--- config.mk ---
export PLATFORM = sky130hd
export DESIGN_NAME = lsw_top
export DESIGN_NICKNAME = d
export VERILOG_FILES = /design/src/rtl/lsw_pkg.sv /design/src/rtl/lsw_stage.sv /design/src/rtl/lsw_lane_route.sv /design/src/rtl/lsw_portc_io.sv /design/src/rtl/lsw_top.sv
export SDC_FILE = /design/constraint.sdc
export NUM_CORES = 1
export LEC_CHECK = 0
export BUFFER_PORTS_ARGS = -buffer_cell sky130_fd_sc_hd__buf_2
export CORE_ASPECT_RATIO = 1.25
export CORE_MARGIN = 4
export CORE_UTILIZATION = 27
export DETAILED_ROUTE_END_ITERATION = 10
export PLACE_DENSITY = 0.56
export SETUP_SLACK_MARGIN = 0.02
export SLEW_MARGIN = 20
export SYNTH_ARGS = -nofsm -noshare
export SYNTH_HDL_FRONTEND = slang
export SYNTH_SLANG_ARGS = --single-unit
--- constraint.sdc ---
create_clock -name clk -period 4.44 [get_ports clk]
set_clock_uncertainty 0.1 [all_clocks]
set_input_delay 0.888 -clock clk [delete_from_list [all_inputs] [get_ports clk]]
set_output_delay 0.888 -clock clk [all_outputs]
set_load 0.1 [all_outputs]
--- src/rtl/lsw_pkg.sv ---
package lsw_pkg;

  typedef enum logic [1:0] {
    SRC_IDLE = 2'd0,
    SRC_A    = 2'd1,
    SRC_B    = 2'd2,
    SRC_C    = 2'd3
  } lsw_src_e;

  // source for an A-side lane: loopback first, then splitter
  function automatic lsw_src_e pick_a(input logic lb, input logic sel, input logic bc);
    if (lb)             return SRC_A;
    else if (!sel || bc) return SRC_C;
    else                return SRC_IDLE;
  endfunction

  function automatic lsw_src_e pick_b(input logic lb, input logic sel, input logic bc);
    if (lb)            return SRC_B;
    else if (sel || bc) return SRC_C;
    else               return SRC_IDLE;
  endfunction

  // source for a C-side lane: loopback first, then selector
  function automatic lsw_src_e pick_c(input logic lb, input logic sel);
    if (lb)       return SRC_C;
    else if (sel) return SRC_B;
    else          return SRC_A;
  endfunction

endpackage

--- src/rtl/lsw_stage.sv ---
module lsw_stage #(
  parameter int WIDTH = 8
) (
  input  logic             clk,
  input  logic             rst_n,
  input  logic [WIDTH-1:0] d,
  output logic [WIDTH-1:0] q
);

  logic [WIDTH-1:0] q_nxt;
  logic             ld;

  always_comb begin
    ld    = 1'b1;
    q_nxt = d;
  end

  always_ff @(posedge clk or negedge rst_n) begin
    if (!rst_n)  q <= '0;
    else if (ld) q <= q_nxt;
  end

endmodule

--- src/rtl/lsw_lane_route.sv ---
module lsw_lane_route
  import lsw_pkg::*;
#(
  parameter int W = 8
) (
  input  logic [W-1:0] a_w,
  input  logic [W-1:0] b_w,
  input  logic [W-1:0] c_w,
  input  logic         sel,
  input  logic         bicast,
  input  logic         lb_a,
  input  logic         lb_b,
  input  logic         lb_c,
  input  logic         valid,
  output logic [W-1:0] a_o,
  output logic [W-1:0] b_o,
  output logic [W-1:0] c_o,
  output logic         a_idle,
  output logic         b_idle,
  output logic         c_idle
);

  lsw_src_e src_a, src_b, src_c;

  function automatic logic [W-1:0] steer(input lsw_src_e s, input logic [W-1:0] a,
                                         input logic [W-1:0] b, input logic [W-1:0] c);
    case (s)
      SRC_A:   return a;
      SRC_B:   return b;
      SRC_C:   return c;
      default: return '1;
    endcase
  endfunction

  always_comb begin
    src_a  = valid ? pick_a(lb_a, sel, bicast) : SRC_IDLE;
    src_b  = valid ? pick_b(lb_b, sel, bicast) : SRC_IDLE;
    src_c  = valid ? pick_c(lb_c, sel)         : SRC_IDLE;
    a_o    = steer(src_a, a_w, b_w, c_w);
    b_o    = steer(src_b, a_w, b_w, c_w);
    c_o    = steer(src_c, a_w, b_w, c_w);
    a_idle = (src_a == SRC_IDLE);
    b_idle = (src_b == SRC_IDLE);
    c_idle = (src_c == SRC_IDLE);
  end

endmodule

--- src/rtl/lsw_portc_io.sv ---
module lsw_portc_io #(
  parameter int LW = 32
) (
  input  logic          rev,
  input  logic          valid,
  input  logic [LW-1:0] x_q,
  input  logic [LW-1:0] y_q,
  input  logic [LW-1:0] c_tx,
  output logic [LW-1:0] c_rx,
  output logic [LW-1:0] x_out,
  output logic [LW-1:0] y_out,
  output logic          x_oe,
  output logic          y_oe
);

  always_comb begin
    c_rx  = rev ? y_q : x_q;
    x_oe  = valid &  rev;
    y_oe  = valid & ~rev;
    x_out = x_oe ? c_tx : '1;
    y_out = y_oe ? c_tx : '1;
  end

endmodule

--- src/rtl/lsw_top.sv ---
module lsw_top #(
  parameter int LANES = 4,
  parameter int W     = 8
) (
  input  logic               clk,
  input  logic               rst_n,
  input  logic [LANES-1:0]   lane_sel,
  input  logic               bicast_en,
  input  logic               loop_a,
  input  logic               loop_b,
  input  logic               loop_c,
  input  logic               c_reverse,
  input  logic [LANES*W-1:0] a_in,
  input  logic [LANES*W-1:0] b_in,
  output logic [LANES*W-1:0] a_out,
  output logic [LANES-1:0]   a_idle,
  output logic [LANES*W-1:0] b_out,
  output logic [LANES-1:0]   b_idle,
  output logic [LANES-1:0]   c_idle,
  input  logic [LANES*W-1:0] cx_in,
  output logic [LANES*W-1:0] cx_out,
  output logic               cx_oe,
  input  logic [LANES*W-1:0] cy_in,
  output logic [LANES*W-1:0] cy_out,
  output logic               cy_oe
);

  localparam int LW = LANES * W;
  localparam int CW = LANES + 5;
  localparam int DW = 4 * LW;

  logic [CW-1:0]    ctl_d, ctl_q;
  logic [DW-1:0]    dat_d, dat_q;
  logic [0:0]       vld_q;
  logic [LANES-1:0] sel_q;
  logic             bc_q, la_q, lb_q, lc_q, rev_q, valid_q;
  logic [LW-1:0]    a_q, b_q, x_q, y_q, c_rx, c_tx;

  assign ctl_d = {lane_sel, bicast_en, loop_a, loop_b, loop_c, c_reverse};
  assign dat_d = {a_in, b_in, cx_in, cy_in};

  lsw_stage #(.WIDTH(CW)) u_ctl (.clk(clk), .rst_n(rst_n), .d(ctl_d), .q(ctl_q));
  lsw_stage #(.WIDTH(DW)) u_dat (.clk(clk), .rst_n(rst_n), .d(dat_d), .q(dat_q));
  lsw_stage #(.WIDTH(1))  u_vld (.clk(clk), .rst_n(rst_n), .d(1'b1),  .q(vld_q));

  assign {sel_q, bc_q, la_q, lb_q, lc_q, rev_q} = ctl_q;
  assign {a_q, b_q, x_q, y_q} = dat_q;
  assign valid_q = vld_q[0];

  lsw_portc_io #(.LW(LW)) u_cio (
    .rev(rev_q), .valid(valid_q), .x_q(x_q), .y_q(y_q), .c_tx(c_tx),
    .c_rx(c_rx), .x_out(cx_out), .y_out(cy_out), .x_oe(cx_oe), .y_oe(cy_oe)
  );

  for (genvar i = 0; i < LANES; i++) begin : g_lane
    lsw_lane_route #(.W(W)) u_route (
      .a_w(a_q[i*W +: W]), .b_w(b_q[i*W +: W]), .c_w(c_rx[i*W +: W]),
      .sel(sel_q[i]), .bicast(bc_q), .lb_a(la_q), .lb_b(lb_q), .lb_c(lc_q),
      .valid(valid_q),
      .a_o(a_out[i*W +: W]), .b_o(b_out[i*W +: W]), .c_o(c_tx[i*W +: W]),
      .a_idle(a_idle[i]), .b_idle(b_idle[i]), .c_idle(c_idle[i])
    );

    a_r6_idle_ones_a: assert property (@(posedge clk) disable iff (!rst_n)
      a_idle[i] |-> (&a_out[i*W +: W]));
    a_r6_idle_ones_b: assert property (@(posedge clk) disable iff (!rst_n)
      b_idle[i] |-> (&b_out[i*W +: W]));
    a_r7_loop_a: assert property (@(posedge clk) disable iff (!rst_n)
      (valid_q && $past(loop_a)) |-> (a_out[i*W +: W] == $past(a_in[i*W +: W]) && !a_idle[i]));
    a_r5_unicast_b_idle: assert property (@(posedge clk) disable iff (!rst_n)
      (valid_q && $past(!loop_b && !lane_sel[i] && !bicast_en)) |-> b_idle[i]);
    a_r3_c_from_a: assert property (@(posedge clk) disable iff (!rst_n)
      (valid_q && $past(!loop_c && !lane_sel[i])) |-> (c_tx[i*W +: W] == $past(a_in[i*W +: W])));
  end

  a_r8_oe_exclusive: assert property (@(posedge clk) disable iff (!rst_n)
    valid_q |-> $onehot({cx_oe, cy_oe}));
  a_r8_rev_drives_x: assert property (@(posedge clk) disable iff (!rst_n)
    (valid_q && $past(c_reverse)) |-> (cx_oe && !cy_oe));

  // reset holds every lane idle and both bus drivers off
  always @(posedge clk) begin
    if (!rst_n) begin
      a_r1_reset_idle: assert ((&a_idle) && (&b_idle) && (&c_idle) && !cx_oe && !cy_oe);
    end
  end

endmodule

### Yosys cells after proc, flatten, opt, wreduce, memory -nomap -nowiden

Cells that the tools add are included.

* multiplexer cells: 51
* bitwise logic cells: 3
* equal/unequal tests: 36
* reduce and logical (&&, ||, !) cells: 24

Operators by type and width (count)
* $pmux 8 s3: 12
* $mux 32: 3
* $mux 2: 36
* $eq 2x2->1 const B: 24
* $eq 2x1->1 const B: 12
* $logic_not 2->1: 12
* $logic_or 1x1->1: 8
* $logic_not 1->1: 4
* $and 1x1->1: 2
* $not 1->1: 1

* word-level logic and storage cells: 117
* register bits after elaboration: 138
* output and inout bits: 142
* input port bits: 139

### Logic depth before layout (Yosys ltp)

* depth after elaboration: 7
* mapped depth: 5
* gate-level depth less buffers: 2

### Cells and area by module

A second synthesis with hierarchy kept.

* cells, all modules: 599
* area, all modules: 6825.3 µm²

By module, submodules not included
* lsw_stage (u_dat): instances 1, area each 3203.1 µm², cells each 128, seq. area each 3203.1 µm²
* lsw_lane_route: instances 4, area each 583.1 µm², cells each 86, seq. area each 0.0 µm²
* lsw_portc_io: instances 1, area each 1036.0 µm², cells each 116, seq. area each 0.0 µm²
* lsw_stage (u_ctl): instances 1, area each 225.2 µm², cells each 9, seq. area each 225.2 µm²
* lsw_stage (u_vld): instances 1, area each 25.0 µm², cells each 1, seq. area each 25.0 µm²
* lsw_top: instances 1, area each 3.8 µm², cells each 1, seq. area each 0.0 µm²

### Worst setup path after synthesis

OpenSTA, ideal clock, no wires.

* path type: flip-flop to output port
* start point: register u_vld.q
* end point: output cx_out[24]
* arrival time: 2.742 ns
* data required time: 3.452 ns
* stages on the path, launching flop included: 5
* setup slack: 0.710 ns
* path buffers: 2
* path through: dfrtp_1 buf_6 and2_1 clkbuf_1 o211ai_1

* elaborated cells between the ends (all ways): 7
* those cells by class: eq/ne (3); mux (3); bitwise (1)

RTL lines
* from (decl): RTL line lsw_stage.sv:7 `output logic [WIDTH-1:0] q`
* from (signal assigned): RTL line lsw_stage.sv:20 `else if (ld) q <= q_nxt;`
* $and 1x1->1: RTL line lsw_portc_io.sv:18 `x_oe = valid & rev;`
* net cx_oe: RTL line lsw_top.sv:22 `output logic cx_oe,`
* $mux 32: RTL line lsw_portc_io.sv:20 `x_out = x_oe ? c_tx : '1;`
* to (decl): RTL line lsw_top.sv:21 `output logic [LANES*W-1:0] cx_out,`

The timed path passes the listed nets, and every way through them passes these cells.

### Worst setup path after layout

* start point: register u_vld.q
* end point: output cy_out[2]

* cells in the longest elaborated chain, start to end: 4
* elaborated cells between the ends (all ways): 7
* those cells by class: eq/ne (3); mux (3); bitwise (1)

RTL lines
* $mux 2: RTL line lsw_lane_route.sv:38 `src_c = valid ? pick_c(lb_c, sel) : SRC_IDLE;`
* $eq 2x2->1 / $eq 2x1->1 (equally long branches): RTL line lsw_lane_route.sv:27 `case (s)`
* $pmux 8 s3: RTL line lsw_lane_route.sv:27
* $mux 32 (*): RTL line lsw_portc_io.sv:21 `y_out = y_oe ? c_tx : '1;`
* to (decl): RTL line lsw_top.sv:24 `output logic [LANES*W-1:0] cy_out,`

Mark *: on every way between the ends. The rest lies on a longest branch, timed or not.

==> flow_summary.ini <==
[worst_setup_path]
worst_path_max_delay_cell = nor3b_4
crit_fanout = 20
cp.required_ns = 3.45
path_common_cell = buf_4
startpoint = u_vld.q
max_stage_delay_ns = 0.75
critPathTopFamily = buffers and inverters
worstSetupEndpointType = primary output
crit_path_start_kind = register
crit_chain = buf_4 > nor3b_4 > buf_4 > a2bb2oi_1 > buf_2
worstPathBufferInverterCount = 3
cp_data_arrival_time_ns = 2.90
path_class = reg2out

[power_and_ir_drop]
p_leak_nw = 3.986
ir_worst_vdd_uv = 237.1
power_density_nw_per_um2 = 466.8

[sta]
setup_viol = 0
finalMaxSlewViolations = 0
fin_setup_tns_ns = 0
max-slew-margin-rel_pct = 28.79
min_period_ns = 3.890
max_clock_freq_mhz = 257.1
setup_ws_ns = 0.5504
rsz0062_at_grt = false
worstMarginPinSlew_ns = 1.066
finalCritPeriodShare_pct = 87.60
hold_viol_final = 0

[worst_hold_path]
min_path_type = in2reg
hp-start = cy_in[17]

[synthesis]
synth_area_um2 = 6057
yosysWarnings = 0
synth_nets = 640
yosys.area.top_type = dfrtp_1
synth_cells = 501
syn_avg_cell_area_um2 = 12.09
synth_top_cell_area_share_pct = 57.01
ys_top_cells_by_area = dfrtp_1, mux2i_1, a32oi_1, a2bb2oi_1, inv_1
yosysSeqAreaShare_pct = 57.01
synth-seq-cells = 138
ys_types = 23

[finish]
final_common_cell = buf_2
nFillCells = 2214
n_antenna_cell = 0
multiInputGateArea_um2 = 2003
synthToLayoutAreaGrowth_pct = 34.48
drive_gt1_share_pct = 43.35
seq_area_um2 = 3455
finalInstanceArea_um2 = 8145
layout.cells.non_filler = 1042
most-common-layout-cells = buf_2, dfrtp_1, inv_1, mux2i_1, a32oi_1
fin_util_pct = 36.80
layout.nets = 886

[clock_network]
holdBufCountCts = 0
postCtsSetupBuffers = 0
cts_htree_levels = 4
post_cts_resized = 0
path_clk_slew_ns = 0.06
clock_sinks = 138
cts-root-buf = clkbuf_16
cts_tree = yes
cts_buffers = 17
cts_buffer_depth = 2

[die]
rows = 61
die_w_um = 142.0
die_h_um = 175.5
fp.coreArea_um2 = 22130
start_util_pct = 27.37
io_pins = 281
dieArea_um2 = 24910

[global_routing]
grt_use_total_pct = 17.42
grt_max_degree = 100
antenna_found_initial = 2
grt_pass1_vias = 5493
grt_pass1_wl_um = 32110
overflow = 0

[flow_run]
drv_cap = 0

[route]
ant_nets = 0
drt-total-wl_um = 21990
wl_per_cell_um = 21.11
vias = 5050
via_per_inst = 4.846
drc = 0
first_pass_iters = 5
drt_iter0_markers = 227

[place]
pre_cts_slack_ns = 0.9884
dp_hpwl_um = 15310
placedInstanceArea_um2 = 7542
dp_cells = 1011
numPortBuffers = 280
gp_congestion = 0.7876

[outcome]
status = finished, final reports clean
cells by family (layout without fill, tap and decap cells):
kind of cell           Yosys count  in the layout  share of synthesized area (%)
buffers and inverters          132            390                          10.08
AND/OR/NAND/NOR                 30             30                          3.305
AO/OA/AOI/OAI                  136            136                          18.96
multiplexers                    64             64                          10.58
other                            1              1                        0.06191
flip-flops                     138            138                          57.01
synth_stat cells:
library cell  count
nor3b_4           1
inv_1            72
and2b_1           1
a2bb2oi_1        54
or2_2             6
mux2i_1          64
nand3_2           1
and2_1            3
buf_1             5
buf_4            19
nor2b_1           2
dfrtp_1         138
buf_6             3
nand3_1          10
o211ai_1         10
nand2b_1          4
conb_1            1
buf_2            17
and3b_1           1
nand3b_2          1
clkbuf_1         16
o21ai_0           8
a32oi_1          64
path summary, 6_finish.rpt:
path	end	slack [ns]	depth (start not counted)
min in group asynchronous	u_dat.q[27]	0.49	1
worst max-delay path	cy_out[2]	0.55	5
max in group asynchronous	u_dat.q[8]	2.85	2
worst min-delay path	u_dat.q[17]	0.48	1
metrics by stage:
| step | total power [W] | hold slack [ns] |
|---|---|---|
| after global routing | 0.003956 | 0.4504 |
| final | 0.003802 | 0.4818 |
| after CTS | 0.003848 | 0.4595 |
| after detailed placement | 0.002384 | 0.8973 |
| after global placement | 0.002383 | 0.8963 |
| after floorplan | 0.002160 | 0.4924 |
state kept, by name, summed over array words and instances, names as in the netlist:
signal	count
u_dat.q	128
u_ctl.q	9
u_vld.q	1
layer usage:
| layer | GRT usage (%) | share of wire, % | vias up |
|---|---|---|---|
| met4 | 7.320 | 2.7 | 4 |
| met1 | 20.65 | 40 | 2444 |
| li1 | - | - | 2311 |
| met5 | 0 | 0.13 | - |
| met2 | 29.65 | 50 | 245 |
| met3 | 4.739 | 7.1 | 46 |
area by class of cell:
type	instances	area share, %
clock buffers	21	5.653
clock inverters	10	1.751
inverters	72	3.318
multi-input cells	231	24.59
flip-flops and latches	138	42.41
well taps	283	4.347
repair buffers	287	17.93
power breakdown:
part | leakage [nW] | total, W | internal, W | switching (W)
combinational | 2.09 | 0.000981 | 0.000185 | 0.000796
sequential | 1.61 | 0.00138 | 0.00132 | 0.0000534
clock | 0.293 | 0.00145 | 0.000913 | 0.000533
No activity file was read; power rests on OpenSTA's default activity.
